File: src/rtl/cofs_pkg.sv
package cofs_pkg;

    localparam int unsigned LFSR_W = 31;
    localparam int unsigned LFSR_TAP = 27;

    typedef logic [LFSR_W-1:0] lfsr_t;

    typedef enum logic [1:0] {
        STEP_HOLD = 2'd0,
        STEP_UP   = 2'd1,
        STEP_DOWN = 2'd2
    } step_e;

    function automatic lfsr_t lfsr_next(input lfsr_t s);
        return {s[LFSR_W-2:0], s[LFSR_W-1] ^ s[LFSR_TAP]};
    endfunction

endpackage

File: src/rtl/cofs_chop_gen.sv
module cofs_chop_gen
    import cofs_pkg::*;
#(
    parameter lfsr_t       SEED = 31'h0000_1ACE,
    parameter int unsigned LAT  = 2
) (
    input  logic clk,
    input  logic rst,
    output logic chop_o,
    output logic chop_dly_o
);

    typedef struct packed {
        lfsr_t          lfsr;
        logic [LAT-1:0] pipe;
    } chop_st_t;

    localparam chop_st_t RST_ST = '{lfsr: SEED, pipe: '0};

    chop_st_t st_d, st_q;

    always_comb begin
        st_d = st_q;
        st_d.lfsr = lfsr_next(st_q.lfsr);
        for (int i = LAT - 1; i > 0; i--) begin
            st_d.pipe[i] = st_q.pipe[i-1];
        end
        st_d.pipe[0] = st_q.lfsr[0];
    end

    always_ff @(posedge clk) begin
        if (rst) begin
            st_q <= RST_ST;
        end else begin
            st_q <= st_d;
        end
    end

    assign chop_o     = st_q.lfsr[0];
    assign chop_dly_o = st_q.pipe[LAT-1];

    // a zero state would freeze the sign stream
    p_lfsr_live_r2: assert property (@(posedge clk) disable iff (rst)
        st_q.lfsr != '0);

endmodule

File: src/rtl/cofs_estimator.sv
module cofs_estimator #(
    parameter int unsigned CODE_W = 12,
    parameter int unsigned LOG2_N = 20
) (
    input  logic                     clk,
    input  logic                     rst,
    input  logic                     vld_i,
    input  logic                     last_i,
    input  logic                     neg_i,
    input  logic signed [CODE_W-1:0] raw_i,
    output logic signed [CODE_W:0]   est_o
);

    localparam int unsigned ACC_W = CODE_W + LOG2_N + 1;
    localparam int unsigned EST_W = CODE_W + 1;

    typedef struct packed {
        logic [ACC_W-1:0] acc;
        logic [EST_W-1:0] est;
    } est_st_t;

    est_st_t st_d, st_q;

    logic signed [ACC_W-1:0] term;
    logic signed [ACC_W-1:0] sum;

    always_comb begin
        term = ACC_W'(raw_i);
        if (neg_i) begin
            term = -term;
        end
        sum  = $signed(st_q.acc) + term;
        st_d = st_q;
        if (vld_i) begin
            if (last_i) begin
                st_d.est = EST_W'(sum >>> LOG2_N);
                st_d.acc = '0;
            end else begin
                st_d.acc = sum;
            end
        end
    end

    always_ff @(posedge clk) begin
        if (rst) begin
            st_q <= '0;
        end else begin
            st_q <= st_d;
        end
    end

    assign est_o = $signed(st_q.est);

    // an idle cycle leaves the running sum and estimate alone
    p_idle_hold_r7: assert property (@(posedge clk) disable iff (rst)
        !vld_i |=> ($stable(st_q.acc) && $stable(st_q.est)));

endmodule

File: src/rtl/cofs_trim_step.sv
module cofs_trim_step
    import cofs_pkg::*;
#(
    parameter int unsigned CRS_W  = 4,
    parameter int unsigned FINE_W = 4
) (
    input  logic              clk,
    input  logic              rst,
    input  logic              upd_i,
    input  logic              est_pos_i,
    input  logic              est_neg_i,
    output logic [CRS_W-1:0]  coarse_o,
    output logic [FINE_W-1:0] fine_o
);

    localparam logic [CRS_W-1:0]  CRS_MAX  = '1;
    localparam logic [FINE_W-1:0] FINE_MAX = '1;
    localparam logic [CRS_W-1:0]  CRS_MID  = CRS_W'(1 << (CRS_W - 1));

    typedef struct packed {
        logic [CRS_W-1:0]  coarse;
        logic [FINE_W-1:0] fine;
    } trim_st_t;

    localparam trim_st_t RST_ST = '{coarse: CRS_MID, fine: '0};

    trim_st_t st_d, st_q;
    step_e    step;

    always_comb begin
        step = STEP_HOLD;
        if (upd_i && est_pos_i) begin
            step = STEP_DOWN;
        end else if (upd_i && est_neg_i) begin
            step = STEP_UP;
        end
    end

    always_comb begin
        st_d = st_q;
        unique case (step)
            STEP_DOWN: begin
                if (st_q.fine != '0) begin
                    st_d.fine = st_q.fine - 1'b1;
                end else if (st_q.coarse != '0) begin
                    st_d.coarse = st_q.coarse - 1'b1;
                    st_d.fine   = FINE_MAX;
                end
            end
            STEP_UP: begin
                if (st_q.fine != FINE_MAX) begin
                    st_d.fine = st_q.fine + 1'b1;
                end else if (st_q.coarse != CRS_MAX) begin
                    st_d.coarse = st_q.coarse + 1'b1;
                    st_d.fine   = '0;
                end
            end
            default: begin
                st_d = st_q;
            end
        endcase
    end

    always_ff @(posedge clk) begin
        if (rst) begin
            st_q <= RST_ST;
        end else begin
            st_q <= st_d;
        end
    end

    assign coarse_o = st_q.coarse;
    assign fine_o   = st_q.fine;

    // no update request, no trim movement
    p_trim_hold_r8: assert property (@(posedge clk) disable iff (rst)
        !upd_i |=> ($stable(coarse_o) && $stable(fine_o)));

    // lower limit holds under a further downward request
    p_trim_floor_r9: assert property (@(posedge clk) disable iff (rst)
        (upd_i && est_pos_i && coarse_o == '0 && fine_o == '0)
        |=> (coarse_o == '0 && fine_o == '0));

    // upper limit holds under a further upward request
    p_trim_ceil_r9: assert property (@(posedge clk) disable iff (rst)
        (upd_i && est_neg_i && coarse_o == CRS_MAX && fine_o == FINE_MAX)
        |=> (coarse_o == CRS_MAX && fine_o == FINE_MAX));

endmodule

File: src/rtl/cofs_ctrl.sv
module cofs_ctrl
    import cofs_pkg::*;
#(
    parameter int unsigned CODE_W = 12,
    parameter int unsigned LOG2_N = 20,
    parameter int unsigned NSTG   = 2,
    parameter int unsigned LAT    = 2,
    parameter int unsigned FINE_W = 4,
    parameter lfsr_t       SEED   = 31'h0000_1ACE
) (
    input  logic                       clk,
    input  logic                       rst,
    input  logic                       raw_vld_i,
    input  logic signed [CODE_W-1:0]   raw_code_i,
    input  logic                       fb_en_i,
    output logic [NSTG-1:0]            chop_o,
    output logic                       corr_vld_o,
    output logic signed [CODE_W+1:0]   corr_code_o,
    output logic                       est_vld_o,
    output logic [NSTG*(CODE_W+1)-1:0] est_o,
    output logic [NSTG*4-1:0]          trim_coarse_o,
    output logic [NSTG*FINE_W-1:0]     trim_fine_o
);

    localparam int unsigned EST_W  = CODE_W + 1;
    localparam int unsigned CORR_W = CODE_W + 2;
    localparam int unsigned CRS_W  = 4;

    typedef struct packed {
        logic [LOG2_N-1:0] cnt;
        logic              corr_vld;
        logic [CORR_W-1:0] corr;
        logic              est_vld;
    } top_st_t;

    top_st_t st_d, st_q;

    logic [NSTG-1:0]         chop_dly;
    logic signed [EST_W-1:0] est_w [NSTG];
    logic                    blk_last;
    logic signed [CORR_W-1:0] diff;

    assign blk_last = &st_q.cnt;

    for (genvar s = 0; s < NSTG; s++) begin : g_stage
        localparam lfsr_t STG_SEED = SEED ^ (lfsr_t'(s) << 20);

        cofs_chop_gen #(
            .SEED (STG_SEED),
            .LAT  (LAT)
        ) u_chop (
            .clk        (clk),
            .rst        (rst),
            .chop_o     (chop_o[s]),
            .chop_dly_o (chop_dly[s])
        );

        cofs_estimator #(
            .CODE_W (CODE_W),
            .LOG2_N (LOG2_N)
        ) u_est (
            .clk    (clk),
            .rst    (rst),
            .vld_i  (raw_vld_i),
            .last_i (blk_last),
            .neg_i  ((s == 0) ? 1'b0 : chop_dly[s]),
            .raw_i  (raw_code_i),
            .est_o  (est_w[s])
        );

        cofs_trim_step #(
            .CRS_W  (CRS_W),
            .FINE_W (FINE_W)
        ) u_trim (
            .clk       (clk),
            .rst       (rst),
            .upd_i     (st_q.est_vld && fb_en_i),
            .est_pos_i (!est_w[s][EST_W-1] && (est_w[s] != '0)),
            .est_neg_i (est_w[s][EST_W-1]),
            .coarse_o  (trim_coarse_o[s*CRS_W +: CRS_W]),
            .fine_o    (trim_fine_o[s*FINE_W +: FINE_W])
        );

        assign est_o[s*EST_W +: EST_W] = est_w[s];
    end

    always_comb begin
        diff = CORR_W'(raw_code_i) - CORR_W'(est_w[0]);
        st_d = st_q;
        st_d.corr_vld = raw_vld_i;
        st_d.est_vld  = raw_vld_i && blk_last;
        if (raw_vld_i) begin
            st_d.cnt  = st_q.cnt + 1'b1;
            st_d.corr = chop_dly[0] ? -diff : diff;
        end
    end

    always_ff @(posedge clk) begin
        if (rst) begin
            st_q <= '0;
        end else begin
            st_q <= st_d;
        end
    end

    assign corr_vld_o  = st_q.corr_vld;
    assign corr_code_o = $signed(st_q.corr);
    assign est_vld_o   = st_q.est_vld;

    // every accepted code yields a corrected sample one cycle later
    p_corr_follow_r6: assert property (@(posedge clk) disable iff (rst)
        raw_vld_i |=> corr_vld_o);

    // an idle input cycle yields no corrected sample
    p_corr_idle_r7: assert property (@(posedge clk) disable iff (rst)
        !raw_vld_i |=> !corr_vld_o);

    // the update strobe lasts a single cycle
    p_est_single_r4: assert property (@(posedge clk) disable iff (rst)
        est_vld_o |=> !est_vld_o);

endmodule

File: config.mk
export PLATFORM = sky130hd
export DESIGN_NAME = cofs_ctrl
export DESIGN_NICKNAME = d
export VERILOG_FILES = /design/src/rtl/cofs_pkg.sv /design/src/rtl/cofs_chop_gen.sv /design/src/rtl/cofs_estimator.sv /design/src/rtl/cofs_trim_step.sv /design/src/rtl/cofs_ctrl.sv
export SDC_FILE = /design/constraint.sdc
export NUM_CORES = 1
export LEC_CHECK = 0
export ABC_CLOCK_PERIOD_IN_PS = 4800
export BUFFER_PORTS_ARGS = -buffer_cell sky130_fd_sc_hd__buf_2
export CORE_MARGIN = 2
export CORE_UTILIZATION = 45
export DETAILED_ROUTE_END_ITERATION = 7
export SLEW_MARGIN = 20
export SYNTH_ARGS = -nofsm -noshare
export SYNTH_HDL_FRONTEND = slang
export SYNTH_SLANG_ARGS = --single-unit
File: constraint.sdc
create_clock -name clk -period 4.8 [get_ports clk]
set_input_delay 0.48 -clock clk [delete_from_list [all_inputs] [get_ports clk]]
set_output_delay 0.48 -clock clk [all_outputs]
set_load 0.01 [all_outputs]
Word level (Yosys, flattened, before mapping)
Index checks and enable logic that the tools add are counted.

operators by class
  eq/ne operators = 20
  add/subtract/negate cells = 14
  bitwise logic cells = 2
  multiplexer cells = 22
  reductions and logical operators = 24

operators by type and width
  kind                                                    count
  two-way mux 33 bit                                      3
  adder 33 x 12 -> 33 bit                                 1
  adder 33 bit                                            1
  negator 12 -> 33 bit                                    1
  two-way mux 4 bit                                       8
  two-way mux 8 bit                                       4
  one-hot mux 8 bit (2 select lines)                      2
  nonzero test 13 bit                                     2
  AND reduction 21 bit                                    1
  adder 20 x 1 -> 20 bit (second input constant)          1
  AND reduction 20 bit                                    1
  adder 4 x 1 -> 4 bit (second input constant)            4
  inequality test 4 bit (second input constant)           4
  nonzero test 4 bit                                      4
  subtractor 4 x 1 -> 4 bit (second input constant)       4
  two-way mux 14 bit                                      1
  negator 14 bit                                          1
  subtractor 12 x 13 -> 14 bit                            1
  inequality test 3 x 1 -> 1 bit (second input constant)  4
  AND reduction 5 bit                                     2
  logical AND 1 bit                                       8
  inequality test 2 x 1 -> 1 bit (second input constant)  4
  inequality test 2 bit (second input constant)           4
  AND reduction 3 bit                                     2
  other kinds (7)                                         14

storage, ports and cells
  bits of input ports = 16
  logic and storage cells = 98
  flip-flop bits (word level) = 210

Longest topological paths before layout
Gate-level depths: netlist of run 1.

  depth after elaboration = 7
  gate-level depth with buffers = 19
  mapped depth without buffers = 18

Hierarchy
From an unflattened synthesis of run 1, not the netlist that was laid out.

second synthesis, totals
  cell total of the unflattened synthesis = 1625
  area, all modules = 13400.4 µm²

by module, submodules not included
  module                             sequential area each (µm²)  cells an instance  area each (µm²)  instances
  cofs_estimator (g_stage[1].u_est)  920.9                       532                4058.9           1
  cofs_estimator (g_stage[0].u_est)  920.9                       478                3761.1           1
  cofs_ctrl                          720.7                       329                2577.5           1
  cofs_chop_gen                      660.6                       70                 894.6            2
  cofs_trim_step                     160.2                       73                 606.8            2

Worst setup path after synthesis of run 1
Ideal clock, no wire load.

  path type = input to register
  from = input port raw_code_i[0]
  to = register g_stage[1].u_est.st_q[45] (netlist name)
  data arrival time = 4.033 ns
  required time = 4.672 ns
  slack = 0.639 ns
  cell stages on the path = 16
  path buffers = 0
  path through = nor3_1 -> nand2_1 -> or3_1 -> or3_1 -> ha_1 -> a21oi_1 -> ha_1 -> a21o_1 -> a21o_1 -> a21oi_1 -> nand3b_1 -> a311o_1 -> a31o_2 -> mux2_2 -> a211oi_1 -> o21ai_0

on the way
  longest elaborated chain between the ends = 4

ends and longest elaborated chain
  what                    RTL line              text
  start, declared         cofs_ctrl.sv:14       input logic signed [CODE_W-1:0] raw_code_i,
  negator 12 -> 33 bit    cofs_estimator.sv:30  term = -term;
  two-way mux 33 bit (*)  cofs_estimator.sv:29  if (neg_i) begin
  adder 33 bit (*)        cofs_estimator.sv:32  sum = $signed(st_q.acc) + term;
  two-way mux 33 bit (*)  cofs_estimator.sv:35  if (last_i) begin
  end signal, assigned    cofs_estimator.sv:48  st_q <= st_d;
  end, declared           cofs_estimator.sv:22  est_st_t st_d, st_q;

Mark *: on every way between the ends. The rest lies on a longest branch, timed or not.
A chain may end at the register's enable or synchronous reset.

Worst setup path after layout of run 1
  from = input port raw_code_i[2]
  to = register g_stage[1].u_est.st_q[45] (netlist name)

Same word-level chain as after synthesis.

==> flow_summary.json, run 1 <==
{
  "first_global_vias": 9590,
  "fin_area_sq_mm": 0.0137,
  "post_cts_hold_buffer_count": 0,
  "min_period_over_period": 0.882,
  "clock_insertion_delay_worst_skew_ns": 0.53,
  "crit_fanout": 5,
  "clk_root_buffer_cell": "sky130_fd_sc_hd__clkbuf_16",
  "worst_path_dominant_cell_family": "compound AO/OA/AOI/OAI gates",
  "r2r-end": "g_stage[1].u_est.st_q[45]",
  "seq_power_share": 0.376,
  "worstReg2RegStart": "g_stage[1].u_chop.chop_dly_o",
  "startpoint_type": "input pin",
  "postPlaceCellArea_sq_mm": 0.0128,
  "critical_path.max_stage_delay_ns": 0.41,
  "timing.critical_path.cells": "buf_2 > nor3_1 > nand2_1 > or3_1 > or3_1 > ha_1 > a21oi_1 > ha_1 > a21o_1 > a21o_1 > a21oi_1 > nand3b_1 > a311o_1 > a31o_2 > mux2_2 > a211oi_1 > o21ai_0",
  "initial_utilization": 0.460,
  "post_route_cells_drive_above_1_share": 0.120,
  "relative_slew_slack": 0.287,
  "die_height_um": 170,
  "timing.final.hold_violations": 0,
  "synth_ff_type": "sky130_fd_sc_hd__dfxtp_1",
  "clkTransAtPathRegs_ns": 0.06,
  "ff2ff_setup_slack_ns": 1.03,
  "n_antenna_cell": 0,
  "synth_warnings": 0,
  "synthDominantCellAreaShare": 0.338,
  "timing.hold.worst.start": "raw_vld_i",
  "detail-route-antenna-nets": 0,
  "synth_seq_cells": 210,
  "global_route_wire_length_before_repair_um": 48600,
  "timing.hold.worst_path_depth": 4,
  "criticalPathCategory": "input pin to flop",
  "layout.cells.most_common": "sky130_fd_sc_hd__dfxtp_1",
  "area_contributors_post_synth": "sky130_fd_sc_hd__dfxtp_1, sky130_fd_sc_hd__ha_1, sky130_fd_sc_hd__a21oi_1, sky130_fd_sc_hd__xnor2_1, sky130_fd_sc_hd__nor2b_1",
  "final_report_setup_violation_count": 0,
  "cap_viol_max_count": 0,
  "syn2layout_area_growth_pct": 10.3,
  "globalRoute.totalOverflow": 0,
  "avgSynthCellArea_sq_um": 8.51,
  "syn_inst": 1463,
  "power-per-cell-area_mw_per_mm2": 374,
  "globalplace.congestion": 0.953,
  "floorplan.die.width_um": 170,
  "cts_htree_levels": 1,
  "critPathSlowestCell": "sky130_fd_sc_hd__or3_1",
  "shortest_clock_period_the_worst_path_allows_after_layout_ns": 4.23,
  "max_slew.worst_pin.slew_ns": 1.07,
  "reg2regPathDepth": 13,
  "vdd.ir_drop.worst_v": 0.000298,
  "io_pins": 76,
  "drt_first_pass_iters": 5,
  "synth_sequential_area_ratio": 0.338,
  "finClkSkew_ns": 0.0149,
  "power_switching_share": 0.293,
  "worstHoldEndpoint": "st_q[19]",
  "finalNetCount": 1595,
  "dr_total_vias": 10200,
  "tritoncts.num_buffers": 25,
  "grtUsageMet3": 0.0258,
  "num_rows": 60,
  "drt-total-wl_um": 29400,
  "cellInternalPower_w": 0.00363,
  "floorplan.die_area_sq_mm": 0.0290,
  "globalRouteMet2Util": 0.322,
  "rsz_0062_raised_after_global_routing": "no",
  "n_fill_cell": 2617,
  "synth_enable_flop_cells": 0,
  "mappedNetlistArea_sq_mm": 0.0125,
  "worst_ep_required_time_ns": 5.18,
  "arrival_time_at_the_worst_endpoint_ns": 4.62,
  "grt_use_met1": 0.292,
  "dp.final_hpwl_um": 21100,
  "pwr-share-clk": 0.392,
  "synthArstFlopShare": 0,
  "worstHoldPathType": "input pin to flop",
  "drv_slew": 0,
  "detail_route.iter0.violations": 501,
  "cts_resized": 0,
  "cts_setup_buffers": 0,
  "maxClockFrequency_mhz": 236,
  "design.core.area_sq_mm": 0.0271,
  "final.hold.worst_slack_ns": 0.405,
  "synth_area_leader_cell": "sky130_fd_sc_hd__dfxtp_1",
  "most-common-layout-cells": "sky130_fd_sc_hd__dfxtp_1, sky130_fd_sc_hd__a21oi_1, sky130_fd_sc_hd__nor2_1",
  "wire_per_inst_um": 15.7,
  "power_switching_w": 0.00150,
  "route.detailed.drc": 0,
  "fin_total_pwr_w": 0.00514,
  "tritoncts": "yes",
  "grt.total_usage": 0.203,
  "timing.critical_path.buf_inv": 1,
  "result_of_the_run": "finished, final reports clean",
  "p_leak_nw": 5.89,
  "clock_sinks": 210,
  "gr-max-usage-layer": "met2",
  "p_comb_frac": 0.232,
  "grt_antenna_before_repair": 0,
  "number_of_different_library_cells_in_the_post_synthesis_netlist": 74,
  "drt-vias-per-instance": 5.48,
  "syn_nets": 1580,
  "type_of_destination_of_the_critical_path": "flop",
  "pin_count_of_the_biggest_net_entering_global_routing": 92,
  "portBuffers": 75,
  "cts_max_path_buffers": 3,
  "totalNegativeSetupSlack_ns": 0
}
[synth_stat cells (all sizes together), types with 43 or more instances]
cell    number
dfxtp      210
xnor2       64
a21o        43
buf         46
clkbuf      59
ha          96
nand2      100
nor2b       72
inv         47
nor2       114
o21ai       76
xor2        50
a21oi      116
[per-layer routing]
layer / share of wire / wire length (um)
met5: 0 / 0
met3: 0.038 / 1110
met4: 0.018 / 532
met1: 0.52 / 15200
met2: 0.43 / 12600
[through the flow]
step	setup slack [ns]	util	cells
finish	0.568	0.507	1869
global route	0.200	0.507	1869
CTS	0.571	0.507	1869
detailed placement	0.0214	0.474	1823
global placement	0.128	0.474	1823
floorplan	0.639	-	1463
[power groups by stage]
stage	Sequential (W)	Clock (W)	Combinational, W
global placement	0.00197	0	0.00117
floorplan	0.00195	0	0.000948
finish	0.00193	0.00201	0.00119
global route	0.00195	0.00215	0.00133
CTS	0.00193	0.00208	0.00118
detailed placement	0.00197	0	0.00118
[cell families (layout without fill, tap and decap cells)]
family,count (synthesis),after routing,synth area share
xor gates and xnor gates,114,114,0.0802
muxes,12,12,0.00985
and+or+nand+nor,480,480,0.197
adders and majority gates,101,101,0.104
buffers and inverters,152,186,0.0626
DFF,210,210,0.338
AOI/OAI and AO/OA,394,394,0.209
[state kept, by name, indices dropped and copies added, names as in the netlist]
register	flops
est_vld_o	1
g_stage.u_trim.fine_o	8
st_q	20
g_stage.u_chop.chop_o	2
g_stage.u_est.st_q	66
g_stage.u_chop.chop_dly_o	2
g_stage.u_trim.coarse_o	8
g_stage.u_chop.st_q	2
g_stage.u_est.est_o	26
corr_code_o	14
g_stage.u_chop.st_d	60
corr_vld_o	1
[worst reg2reg max path, delay by kind of cell (launching register included)]
kind,cells,cell delay [ns]
flip-flops,1,0.44
buffers and inverters,1,0.24
AO/OA/AOI/OAI,7,1.67
multiplexers,1,0.27
AND/OR/NAND/NOR,3,0.65
adder cells (fa/ha/maj),1,0.35
[final cells by class]
type	count	area, sq um	share of cell area
clock buffers	34	709	0.0517
clock inverters	12	184	0.0134
inverters	47	176	0.0128
multi-input cells	1101	7480	0.545
flip-flops and latches	210	4200	0.306
well taps	372	465	0.0339
repair buffers	93	513	0.0374
[how the worst max path moves through the flow]
stage	from	slack [ns]	cells past startpoint	end
6_report	raw_code_i[2]	0.57	17	g_stage[1].u_est.st_q[45]
2_1_floorplan	raw_code_i[0]	0.64	16	g_stage[1].u_est.st_q[45]
3_5_place_dp	raw_code_i[2]	0.02	17	g_stage[1].u_est.st_q[45]
5_1_grt	raw_code_i[0]	0.20	19	g_stage[1].u_est.st_q[38]
4_1_cts	raw_code_i[2]	0.57	17	g_stage[1].u_est.st_q[45]
3_3_place_gp	raw_code_i[0]	0.13	17	g_stage[1].u_est.st_q[45]
Note: power is estimated with default switching activity, not from simulation.
==> inputs of run 2 (changes only) <==
- ABC_CLOCK_PERIOD_IN_PS: 4800 -> 3900
- clock period: 4.8 -> 3.9 ns (I/O delays scaled with it)
==> run 2 against run 1 <==
Against the previous run: cell area grew 4.9%; worst setup slack got worse by 0.41 ns; global-route usage is 0.79 points higher; flip-flop and latch count did not move.
==> flow_summary.json, run 2 (same netlist as run 1, synthesis figures left out) <==
{
  "p_leak_nw": 6.23,
  "detail_route.iter0.violations": 640,
  "dp.final_hpwl_um": 21800,
  "tritoncts.num_buffers": 24,
  "route.detailed.drc": 0,
  "worstHoldEndpoint": "est_vld_o",
  "seq_power_share": 0.376,
  "place_worst_setup_slack_ns": -0.512,
  "min_period_over_period": 0.959,
  "crit_fanout": 5,
  "clk_root_buffer_cell": "sky130_fd_sc_hd__clkbuf_16",
  "finalNetCount": 1664,
  "finClkSkew_ns": 0.0175,
  "worstReg2RegStart": "g_stage[1].u_chop.chop_dly_o",
  "largest-register": "g_stage.u_est.st_q",
  "timing.final.hold_violations": 0,
  "drt-vias-per-instance": 5.37,
  "p_comb_frac": 0.262,
  "cap_viol_max_count": 0,
  "grt_use_met1": 0.299,
  "floorplan.die_area_sq_mm": 0.0290,
  "type_of_destination_of_the_critical_path": "flop",
  "timing.hold.worst_path_depth": 3,
  "timing.critical_path.cells": "buf_2 > buf_6 > nor3_4 > nand2_1 > or3_4 > or3_4 > ha_4 > a21oi_4 > ha_4 > a21o_1 > a21o_1 > a21oi_2 > nand3b_1 > a311o_1 > a31o_4 > mux2_4 > a211oi_4 > o21ai_1",
  "drv_slew": 0,
  "timing.hold.worst.start": "raw_vld_i",
  "globalRouteMet2Util": 0.339,
  "max_slew.worst_pin.slew_ns": 0.848,
  "layout.cells.most_common": "sky130_fd_sc_hd__dfxtp_1",
  "power-per-cell-area_mw_per_mm2": 439,
  "cts_max_path_buffers": 3,
  "fin_area_sq_mm": 0.0144,
  "arrival_time_at_the_worst_endpoint_ns": 4.14,
  "relative_slew_slack": 0.435,
  "clock_sinks": 210,
  "most-common-layout-cells": "sky130_fd_sc_hd__dfxtp_1, sky130_fd_sc_hd__a21oi_1, sky130_fd_sc_hd__nor2_1",
  "reg2regPathDepth": 14,
  "result_of_the_run": "finished, final reports clean",
  "final_critical_path_setup_slack_ns": 0.159,
  "die_height_um": 170,
  "tritoncts": "yes",
  "vdd.ir_drop.worst_v": 0.000299,
  "postPlaceCellArea_sq_mm": 0.0134,
  "finalCoreUtilization": 0.532,
  "pwr-share-clk": 0.363,
  "cts_htree_levels": 1,
  "worstHoldPathType": "input pin to flop",
  "power_switching_w": 0.00189,
  "maxClockFrequency_mhz": 267,
  "drt-total-wl_um": 30400,
  "detail-route-antenna-nets": 0,
  "num_rows": 60,
  "n_fill_cell": 2574,
  "first_global_vias": 9823,
  "grtUsageMet3": 0.0284,
  "final.hold.worst_slack_ns": 0.230,
  "cp-startpoint": "raw_code_i[1]",
  "critPathSlowestCell": "sky130_fd_sc_hd__or3_4",
  "portBuffers": 75,
  "criticalPathCategory": "input pin to flop",
  "startpoint_type": "input pin",
  "cellInternalPower_w": 0.00444,
  "syn2layout_area_growth_pct": 15.7,
  "shortest_clock_period_the_worst_path_allows_after_layout_ns": 3.74,
  "critical_path.max_stage_delay_ns": 0.42,
  "io_pins": 76,
  "design.core.area_sq_mm": 0.0271,
  "initial_utilization": 0.460,
  "totalNegativeSetupSlack_ns": 0,
  "drt_first_pass_iters": 7,
  "n_antenna_cell": 0,
  "pin_count_of_the_biggest_net_entering_global_routing": 75,
  "grt.total_usage": 0.211,
  "r2r-end": "g_stage[1].u_est.st_q[45]",
  "power_switching_share": 0.299,
  "ff2ff_setup_slack_ns": 0.38,
  "globalplace.congestion": 0.912,
  "wire_per_inst_um": 15.7,
  "clkTransAtPathRegs_ns": 0.06,
  "gr-max-usage-layer": "met2",
  "rsz_0062_raised_after_global_routing": "no",
  "dr_total_vias": 10400,
  "floorplan.die.width_um": 170,
  "grt_antenna_before_repair": 0,
  "globalRoute.totalOverflow": 0,
  "global_route_wire_length_before_repair_um": 50200,
  "worst_ep_required_time_ns": 4.30,
  "clock_insertion_delay_worst_skew_ns": 0.53,
  "final_report_setup_violation_count": 0,
  "post_route_cells_drive_above_1_share": 0.176,
  "largest_reg_flops": 66
}
==> run 2: changes by cell type in the layout (fill, tap and decap cells not counted), sizes merged <==
cell | before | now
clkinvlp | 2 | 4
clkbuf | 34 | 32
bufinv | 4 | 2
buf | 93 | 163
inv | 48 | 47
==> run 2: how the worst max path moves through the flow <==
| stage | endpoint | slack (ns) | depth (start not counted) |
|---|---|---|---|
| 2_1_floorplan | g_stage[1].u_est.st_q[45] | 0.0007 | 18 |
| 3_3_place_gp | g_stage[1].u_est.st_q[45] | -0.43 | 18 |
| 3_5_place_dp | g_stage[1].u_est.st_q[38] | -0.51 | 20 |
| 4_1_cts | g_stage[1].u_est.st_q[45] | 0.008 | 18 |
| 5_1_grt | g_stage[1].u_est.est_o[12] | 0.007 | 20 |
| 6_report | g_stage[1].u_est.st_q[45] | 0.16 | 18 |
==> run 2: power by group through the flow <==
stage	Combinational, W	Clock, W	Sequential (W)
after global routing	0.00186	0.00243	0.00240
after detailed placement	0.00159	0	0.00242
after floorplan	0.00118	0	0.00240
after global placement	0.00157	0	0.00242
final	0.00166	0.00230	0.00238
after CTS	0.00160	0.00235	0.00238
==> run 2: layout make-up <==
class	instances	area (sq um)	area share
clock inverter	11	126	0.00877
tap	372	465	0.0323
inverter	47	176	0.0122
clock buffer	32	691	0.0479
timing repair buffer	163	1040	0.0723
multi-input combinational	1101	7700	0.535
sequential	210	4200	0.292
==> run 2: worst max-delay path, delay by kind of cell <==
family / cells / cell delay (ns)
fa+ha+maj: 2 / 0.48
simple gates: 5 / 1.22
compound gates: 8 / 1.51
buf+inv: 2 / 0.23
mux: 1 / 0.31
==> run 2: metal layers <==
layer / part of all wire / routed length [um] / vias to the layer above
met5: 0 / 0 / -
met2: 0.44 / 13300 / 174
met1: 0.50 / 15200 / 4865
li1: - / - / 5313
met3: 0.041 / 1250 / 35
met4: 0.022 / 657 / 0
==> run 2: repair_timing <==
item | 4_1_cts | 5_1_grt
gates resized for setup | 0 | 37
endpoints found under the setup margin | 0 | 20
hold buffers | 0 | 0
setup buffers | 0 | 4
==> run 2: through the flow <==
stage	std cells	total power, W
global route	1936	0.00669
floorplan	1463	0.00357
finish	1936	0.00633
detailed placement	1889	0.00401
CTS	1932	0.00632
global placement	1889	0.00399
